$ cat config.mk
export PLATFORM = sky130hd
export DESIGN_NAME = l3_slave
export DESIGN_NICKNAME = d
export VERILOG_FILES = /design/src/rtl/l3s_pkg.sv /design/src/rtl/l3s_sync.sv /design/src/rtl/l3s_rx.sv /design/src/rtl/l3s_tx.sv /design/src/rtl/l3s_ctrl.sv /design/src/rtl/l3_slave.sv
export SDC_FILE = /design/constraint.sdc
export NUM_CORES = 1
export LEC_CHECK = 0
export BUFFER_PORTS_ARGS = -buffer_cell sky130_fd_sc_hd__buf_2
export CORE_MARGIN = 3
export CORE_UTILIZATION = 40
export CTS_BUF_LIST = sky130_fd_sc_hd__clkbuf_4 sky130_fd_sc_hd__clkbuf_8
export CTS_CLUSTER_SIZE = 24
export DETAILED_ROUTE_END_ITERATION = 10
export GPL_TIMING_DRIVEN = 0
export SYNTH_ARGS = -nofsm -noshare
export SYNTH_HDL_FRONTEND = slang
export SYNTH_SLANG_ARGS = --single-unit
export TNS_END_PERCENT = 10
$ cat constraint.sdc
create_clock -name clk -period 6.4 [get_ports clk]
set_clock_uncertainty 0.1 [all_clocks]
set_input_delay 1.28 -clock clk [delete_from_list [all_inputs] [get_ports clk]]
set_output_delay 1.28 -clock clk [all_outputs]
set_load 0.05 [all_outputs]
$ cat src/rtl/l3s_pkg.sv
package l3s_pkg;
    localparam int ADDR_W = 7;
    localparam int DATA_W = 16;
    localparam int BYTE_W = 8;
    localparam int WORD_W = 1 + ADDR_W + DATA_W;

    localparam logic [1:0] CODE_WRITE = 2'b10;
    localparam logic [1:0] CODE_READ  = 2'b11;
    localparam logic [3:0] ID_FIXED   = 4'b0001;

    typedef enum logic [2:0] {
        ST_IDLE,
        ST_WR_REG,
        ST_WR_HI,
        ST_WR_LO,
        ST_HOLD,
        ST_RD_WAIT,
        ST_RD_TAKE,
        ST_RD_SEND
    } l3s_state_e;
endpackage

$ cat src/rtl/l3s_sync.sv
module l3s_sync #(
    parameter int W      = 3,
    parameter int STAGES = 2
) (
    input  logic         clk,
    input  logic         rst_n,
    input  logic [W-1:0] async_i,
    output logic [W-1:0] level_o,
    output logic [W-1:0] rise_o,
    output logic [W-1:0] fall_o
);
    typedef struct packed {
        logic [STAGES-1:0][W-1:0] pipe;
        logic [W-1:0]             last;
    } sync_t;

    sync_t sync_d, sync_q;

    always_comb begin
        sync_d         = sync_q;
        sync_d.pipe[0] = async_i;
        for (int s = 1; s < STAGES; s++) begin
            sync_d.pipe[s] = sync_q.pipe[s-1];
        end
        sync_d.last = sync_q.pipe[STAGES-1];
    end

    always_ff @(posedge clk) begin
        if (!rst_n) sync_q <= '0;
        else        sync_q <= sync_d;
    end

    assign level_o = sync_q.pipe[STAGES-1];

    for (genvar b = 0; b < W; b++) begin : g_edge
        assign rise_o[b] = sync_q.pipe[STAGES-1][b] & ~sync_q.last[b];
        assign fall_o[b] = ~sync_q.pipe[STAGES-1][b] & sync_q.last[b];
    end
endmodule

$ cat src/rtl/l3s_rx.sv
module l3s_rx #(
    parameter int BITS = 8
) (
    input  logic            clk,
    input  logic            rst_n,
    input  logic            sclk_rise,
    input  logic            mode_edge,
    input  logic            din,
    input  logic            enable,
    output logic            byte_done_o,
    output logic [BITS-1:0] lsb_first_o,
    output logic [BITS-1:0] msb_first_o,
    output logic            awake_o
);
    localparam int CW = $clog2(BITS);
    localparam logic [CW-1:0] LAST = CW'(BITS - 1);

    typedef struct packed {
        logic            awake;
        logic [CW-1:0]   cnt;
        logic [BITS-1:0] sh_l;
        logic [BITS-1:0] sh_m;
        logic            done;
    } rx_t;

    rx_t rx_d, rx_q;

    always_comb begin
        rx_d      = rx_q;
        rx_d.done = 1'b0;
        if (mode_edge) begin
            rx_d.cnt = '0;
        end else if (sclk_rise) begin
            if (!rx_q.awake) begin
                rx_d.awake = 1'b1;
            end else if (enable) begin
                rx_d.sh_l = {din, rx_q.sh_l[BITS-1:1]};
                rx_d.sh_m = {rx_q.sh_m[BITS-2:0], din};
                if (rx_q.cnt == LAST) begin
                    rx_d.cnt  = '0;
                    rx_d.done = 1'b1;
                end else begin
                    rx_d.cnt = rx_q.cnt + 1'b1;
                end
            end
        end
    end

    always_ff @(posedge clk) begin
        if (!rst_n) rx_q <= '0;
        else        rx_q <= rx_d;
    end

    assign byte_done_o = rx_q.done;
    assign lsb_first_o = rx_q.sh_l;
    assign msb_first_o = rx_q.sh_m;
    assign awake_o     = rx_q.awake;
endmodule

$ cat src/rtl/l3s_tx.sv
module l3s_tx #(
    parameter int LEN = 24
) (
    input  logic           clk,
    input  logic           rst_n,
    input  logic           load,
    input  logic [LEN-1:0] load_word,
    input  logic           sclk_rise,
    input  logic           sclk_fall,
    input  logic           mode_hi,
    input  logic           mode_fall,
    output logic           dout,
    output logic           oe
);
    localparam int CW = $clog2(LEN);
    localparam logic [CW-1:0] LAST = CW'(LEN - 1);

    typedef struct packed {
        logic           active;
        logic [LEN-1:0] word;
        logic [CW-1:0]  cnt;
    } tx_t;

    tx_t tx_d, tx_q;

    always_comb begin
        tx_d = tx_q;
        if (load) begin
            tx_d.active = 1'b1;
            tx_d.word   = load_word;
            tx_d.cnt    = '0;
        end else if (tx_q.active) begin
            if (mode_fall) begin
                tx_d.active = 1'b0;
            end else if (mode_hi) begin
                if (sclk_fall) tx_d.word = {tx_q.word[LEN-2:0], 1'b0};
                if (sclk_rise) begin
                    if (tx_q.cnt == LAST) tx_d.active = 1'b0;
                    else                  tx_d.cnt    = tx_q.cnt + 1'b1;
                end
            end
        end
    end

    always_ff @(posedge clk) begin
        if (!rst_n) tx_q <= '0;
        else        tx_q <= tx_d;
    end

    assign dout = tx_q.word[LEN-1];
    assign oe   = tx_q.active & mode_hi;
endmodule

$ cat src/rtl/l3s_ctrl.sv
module l3s_ctrl
    import l3s_pkg::*;
#(
    parameter int NUM_REGS = 16
) (
    input  logic              clk,
    input  logic              rst_n,
    input  logic [1:0]        dev_sel,
    input  logic              mode_hi,
    input  logic              mode_fall,
    input  logic              byte_done,
    input  logic [BYTE_W-1:0] lsb_byte,
    input  logic [BYTE_W-1:0] msb_byte,
    input  logic [DATA_W-1:0] reg_rdata,
    input  logic              reg_hit,
    output logic              rx_en,
    output logic              tx_load,
    output logic [WORD_W-1:0] tx_word,
    output logic              reg_wr,
    output logic              reg_rd,
    output logic [ADDR_W-1:0] reg_addr,
    output logic [DATA_W-1:0] reg_wdata
);
    typedef struct packed {
        l3s_state_e        state;
        logic [ADDR_W-1:0] addr;
        logic [BYTE_W-1:0] hi;
        logic              prep;
        logic [ADDR_W-1:0] prep_addr;
        logic              wr;
        logic              rd;
        logic [DATA_W-1:0] wdata;
        logic              load;
        logic [WORD_W-1:0] word;
    } ctrl_t;

    ctrl_t c_d, c_q;

    logic [5:0] own_id;
    assign own_id = {ID_FIXED, dev_sel};

    function automatic logic in_range(input logic [ADDR_W-1:0] a);
        return ({{(32-ADDR_W){1'b0}}, a} < 32'(NUM_REGS));
    endfunction

    always_comb begin
        c_d      = c_q;
        c_d.wr   = 1'b0;
        c_d.rd   = 1'b0;
        c_d.load = 1'b0;
        if (mode_fall) begin
            c_d.state = ST_IDLE;
        end else begin
            case (c_q.state)
                ST_RD_WAIT: c_d.state = ST_RD_TAKE;
                ST_RD_TAKE: begin
                    c_d.load  = 1'b1;
                    c_d.word  = {~reg_hit, c_q.addr, reg_hit ? reg_rdata : '0};
                    c_d.state = ST_RD_SEND;
                end
                ST_RD_SEND: ;
                default: begin
                    if (byte_done && !mode_hi) begin
                        c_d.state = ST_IDLE;
                        if (lsb_byte[7:2] == own_id) begin
                            if (lsb_byte[1:0] == CODE_WRITE) begin
                                c_d.state = ST_WR_REG;
                            end else if (lsb_byte[1:0] == CODE_READ && c_q.prep) begin
                                c_d.prep = 1'b0;
                                if (in_range(c_q.prep_addr)) begin
                                    c_d.rd    = 1'b1;
                                    c_d.addr  = c_q.prep_addr;
                                    c_d.state = ST_RD_WAIT;
                                end else begin
                                    c_d.load  = 1'b1;
                                    c_d.word  = {1'b1, c_q.prep_addr, {DATA_W{1'b0}}};
                                    c_d.state = ST_RD_SEND;
                                end
                            end
                        end
                    end else if (byte_done) begin
                        case (c_q.state)
                            ST_WR_REG: begin
                                if (!msb_byte[7]) begin
                                    c_d.addr  = msb_byte[ADDR_W-1:0];
                                    c_d.state = ST_WR_HI;
                                end else begin
                                    c_d.prep      = 1'b1;
                                    c_d.prep_addr = msb_byte[ADDR_W-1:0];
                                    c_d.state     = ST_HOLD;
                                end
                            end
                            ST_WR_HI: begin
                                c_d.hi    = msb_byte;
                                c_d.state = ST_WR_LO;
                            end
                            ST_WR_LO: begin
                                if (in_range(c_q.addr)) begin
                                    c_d.wr    = 1'b1;
                                    c_d.wdata = {c_q.hi, msb_byte};
                                end
                                c_d.state = ST_HOLD;
                            end
                            default: ;
                        endcase
                    end
                end
            endcase
        end
    end

    always_ff @(posedge clk) begin
        if (!rst_n) c_q <= '{state: ST_IDLE, default: '0};
        else        c_q <= c_d;
    end

    assign rx_en     = !(c_q.state inside {ST_RD_WAIT, ST_RD_TAKE, ST_RD_SEND});
    assign tx_load   = c_q.load;
    assign tx_word   = c_q.word;
    assign reg_wr    = c_q.wr;
    assign reg_rd    = c_q.rd;
    assign reg_addr  = c_q.addr;
    assign reg_wdata = c_q.wdata;
endmodule

$ cat src/rtl/l3_slave.sv
module l3_slave
    import l3s_pkg::*;
#(
    parameter int NUM_REGS    = 16,
    parameter int SYNC_STAGES = 2
) (
    input  logic              clk,
    input  logic              rst_n,
    input  logic [1:0]        dev_sel,
    input  logic              l3_clk_i,
    input  logic              l3_mode_i,
    input  logic              l3_data_i,
    output logic              l3_data_o,
    output logic              l3_data_oe,
    output logic              reg_wr,
    output logic              reg_rd,
    output logic [ADDR_W-1:0] reg_addr,
    output logic [DATA_W-1:0] reg_wdata,
    input  logic [DATA_W-1:0] reg_rdata,
    input  logic              reg_hit
);
    localparam int PIN_CLK  = 0;
    localparam int PIN_MODE = 1;
    localparam int PIN_DATA = 2;

    logic [2:0]        pin_lvl, pin_rise, pin_fall;
    logic              sclk_rise, sclk_fall, mode_hi, mode_fall, mode_edge;
    logic              byte_done, rx_en, awake, tx_load;
    logic [BYTE_W-1:0] lsb_byte, msb_byte;
    logic [WORD_W-1:0] tx_word;

    l3s_sync #(.W(3), .STAGES(SYNC_STAGES)) u_sync (
        .clk     (clk),
        .rst_n   (rst_n),
        .async_i ({l3_data_i, l3_mode_i, l3_clk_i}),
        .level_o (pin_lvl),
        .rise_o  (pin_rise),
        .fall_o  (pin_fall)
    );

    assign sclk_rise = pin_rise[PIN_CLK];
    assign sclk_fall = pin_fall[PIN_CLK];
    assign mode_hi   = pin_lvl[PIN_MODE];
    assign mode_fall = pin_fall[PIN_MODE];
    assign mode_edge = pin_rise[PIN_MODE] | pin_fall[PIN_MODE];

    l3s_rx #(.BITS(BYTE_W)) u_rx (
        .clk         (clk),
        .rst_n       (rst_n),
        .sclk_rise   (sclk_rise),
        .mode_edge   (mode_edge),
        .din         (pin_lvl[PIN_DATA]),
        .enable      (rx_en),
        .byte_done_o (byte_done),
        .lsb_first_o (lsb_byte),
        .msb_first_o (msb_byte),
        .awake_o     (awake)
    );

    l3s_ctrl #(.NUM_REGS(NUM_REGS)) u_ctrl (
        .clk       (clk),
        .rst_n     (rst_n),
        .dev_sel   (dev_sel),
        .mode_hi   (mode_hi),
        .mode_fall (mode_fall),
        .byte_done (byte_done),
        .lsb_byte  (lsb_byte),
        .msb_byte  (msb_byte),
        .reg_rdata (reg_rdata),
        .reg_hit   (reg_hit),
        .rx_en     (rx_en),
        .tx_load   (tx_load),
        .tx_word   (tx_word),
        .reg_wr    (reg_wr),
        .reg_rd    (reg_rd),
        .reg_addr  (reg_addr),
        .reg_wdata (reg_wdata)
    );

    l3s_tx #(.LEN(WORD_W)) u_tx (
        .clk       (clk),
        .rst_n     (rst_n),
        .load      (tx_load),
        .load_word (tx_word),
        .sclk_rise (sclk_rise),
        .sclk_fall (sclk_fall),
        .mode_hi   (mode_hi),
        .mode_fall (mode_fall),
        .dout      (l3_data_o),
        .oe        (l3_data_oe)
    );
endmodule

==> metrics.txt <==
met3 Resource Use GR 4.875%; slew margin rel. 43.33%; RSZ-0062 raised after global routing false; # DRC 0; clock slew at reported path FFs 0.06 ns; DR vias/cell 5.375; leading register cell type out of synthesis dfxtp_1; Setup WS post-layout 3.604 ns; Final setup violation count 0; DP Worst Slack 3.344 ns; Pleak 2.601 nW; met1 usage 22.26%; crit path kind reg2out; Mapped Avg Cell Area 9.290 um2; max frequency 357.6 MHz; CTS Buffer Depth 2; gr usage total 18.71%; crit path DAT 1.42 ns; CTS Root Cell clkbuf_8; DP HPWL 9433 um; CTS tree built; Final Hold Fails 0; CP required 5.02 ns; Area Growth Syn to Fin 16.07%; CTS Sinks 120; async set-reset flop share out of synthesis 0%; Skew-Pair Late Insertion Delay 0.43 ns; maxcap violations 0; Yosys reg bits 120; Least-Margin Pin Slew 0.8484 ns; M2 GR Usage 31.56%; gpl congestion 0.8273; Vias 4472; crit share post-route 43.69%; core area 12880 um2; sequential share of the synthesized area 44.66%; row count 41; drt wl/cell 15.94 um; Syn Inst Count 579; width of the die 122.0 um; largest net degree at the start of global routing 17; first-pass GRT wire length 21780 um; Starting DRT DRC Count 336; Post-CTS Repair Setup Buffers 0; crit-path max FO 10; top post-synthesis cells by area dfxtp_1, mux2i_1, nor2_1, mux2_2, buf_4; CP endpoint kind primary output; Initial Util 41.77%; Peak VDD IR 0.1593 mV; synth warn 0; total global routing overflow 0; synthesized netlist net count 607; drt first pass iters 5; count of pins over their slew limit 0; final cell count without fillers 832; DRT antenna net count 0; Post-CTS Resized 0; min Tclk post-route 2.796 ns; Setup TNS Final 0 ns; Hold WC Path Type reg2reg; grt peak-use layer met2; # diodes 0; die area 14870 um2; outcome completed; vias in the first global route 4428; PwrDens 234.9 nW/um2; post-synth top area cell dfxtp_1; IO buf count 50; hold bufs inserted after CTS 0; Die Y 122.0 um; clock buffers created by TritonCTS 17; synth unique cells 54; initial antenna violation count 0; Inst Count DP 801; detailed-route wire length 13260 um; Final nets 676; Synth top area share 44.66%; I/O Pins 51; H-tree lvl count 4; number of synthesized flops with an enable pin 0; type of origin of the critical path flop; synthesized area 5379 um2; # fillers 1266; layout cells sized above 1 21.67%
cells by family (layout without fill, tap and decap cells):
logic type               Yosys count  in the layout  synth area share, %
AO/OA/AOI/OAI                    118            118                14.89
XOR/XNOR                           7              7                1.140
adder cells (fa/ha/maj)            4              4               0.9305
buffers and inverters             73            154                7.164
flip-flops                       120            120                44.66
multiplexers                      72             72                13.79
AND/OR/NAND/NOR                  185            185                17.42
cells in the final DEF (no fill, tap or decap), types with 5 or more instances in the layout:
cell / instances
nand4_1: 11
a211oi_1: 17
xor2_1: 5
nand2b_1: 7
buf_2: 64
and2_1: 11
clkbuf_8: 21
o211ai_1: 16
dfxtp_1: 120
a31oi_1: 8
nand3_1: 11
clkbuf_1: 26
nor3_1: 7
o21ai_0: 17
a311oi_1: 8
mux2i_1: 55
nor2b_1: 7
nor2_1: 68
mux2_2: 17
a21oi_1: 31
nand2_1: 37
buf_4: 23
power breakdown:
group	switching (W)	total [W]	internal [W]
Clock	0.000289	0.000680	0.000391
Sequential	0.000000996	0.000750	0.000749
Combinational	0.0000250	0.0000363	0.0000114
Total	0.000315	0.00147	0.00115
critical path, stage by stage (launching register included):
cell,delay [ns]
dfxtp_1,0.36
buf_2,0.21
and2_1,0.15
buf_2,0.26
registers in the layout, summed over array words and instances (netlist names), 2 cells and up:
signal            flops
u_tx.tx_q            29
u_ctrl.tx_word       24
u_ctrl.c_q           19
u_ctrl.reg_wdata     16
u_ctrl.reg_addr       7
u_rx.msb_first_o      7
u_rx.rx_q             3
u_sync.level_o        3
u_sync.sync_d         3
u_sync.sync_q         2
cell usage after synthesis, types with 2 or more instances:
cell,n
ha_1,4
nor2_1,68
nand2_1,37
nand4b_1,4
xor2_1,5
nand2b_1,7
xnor2_1,2
nor2b_1,7
mux2_2,17
o21a_1,2
nand3_1,11
mux2i_1,55
and3_1,3
and2_1,11
a31oi_1,8
o211ai_1,16
nor3_1,7
inv_1,4
o21ai_1,2
buf_2,14
a211oi_1,17
nand3b_1,2
a41oi_1,2
and4_1,3
dfxtp_1,120
a32oi_1,4
nand4_1,11
a21oi_1,31
buf_4,23
o21ai_0,17
a41o_1,2
clkbuf_1,26
a311oi_1,8
or3_1,2
a221oi_1,3
buf_1,4
and3b_1,3
area by class of cell:
cell class / count / area, um2 / share of cell area, %
Inverter: 5 / 18.77 / 0.3006
Timing Repair Buffer: 50 / 250.2 / 4.008
Clock buffer: 23 / 304.0 / 4.870
Clock inverter: 8 / 95.09 / 1.523
Buffer: 68 / 366.6 / 5.872
Tap cell: 172 / 215.2 / 3.447
Sequential cell: 120 / 2402 / 38.48
Multi-Input combinational cell: 386 / 2591 / 41.50
metrics by stage:
step / instance area, um2 / utilization (%) / hold WS, ns / power, W
final: 6243 / 48.49 / 0.3352 / 0.001466
after global routing: 6243 / 48.49 / 0.3472 / 0.001518
after CTS: 6243 / 48.49 / 0.3360 / 0.001485
after detailed placement: 5844 / 45.39 / 0.3201 / 0.0008035
after global placement: 5844 / 45.39 / 0.3205 / 0.0008031
after floorplan: 5379 / - / 0.3119 / 0.0007859
final timing paths:
path	startpoint	to	slack, ns	cells past startpoint
hold / removal	u_sync.sync_d[7]	u_sync.level_o[1]	0.34	1
setup reg to reg	u_sync.level_o[1]	u_ctrl.tx_word[16]	3.71	7
hold reg to reg	u_sync.sync_d[7]	u_sync.level_o[1]	0.34	1
setup / recovery	u_sync.level_o[1]	l3_data_oe	3.60	3
layer usage:
layer / routed length, um / vias to the layer above / part of all wire (%)
met1: 5796 / 2142 / 44
met4: 344 / 0 / 2.6
met5: 0 / - / 0
met3: 698 / 27 / 5.3
li1: - / 2197 / -
met2: 6425 / 106 / 48
Power figures use the tool's default switching activity.
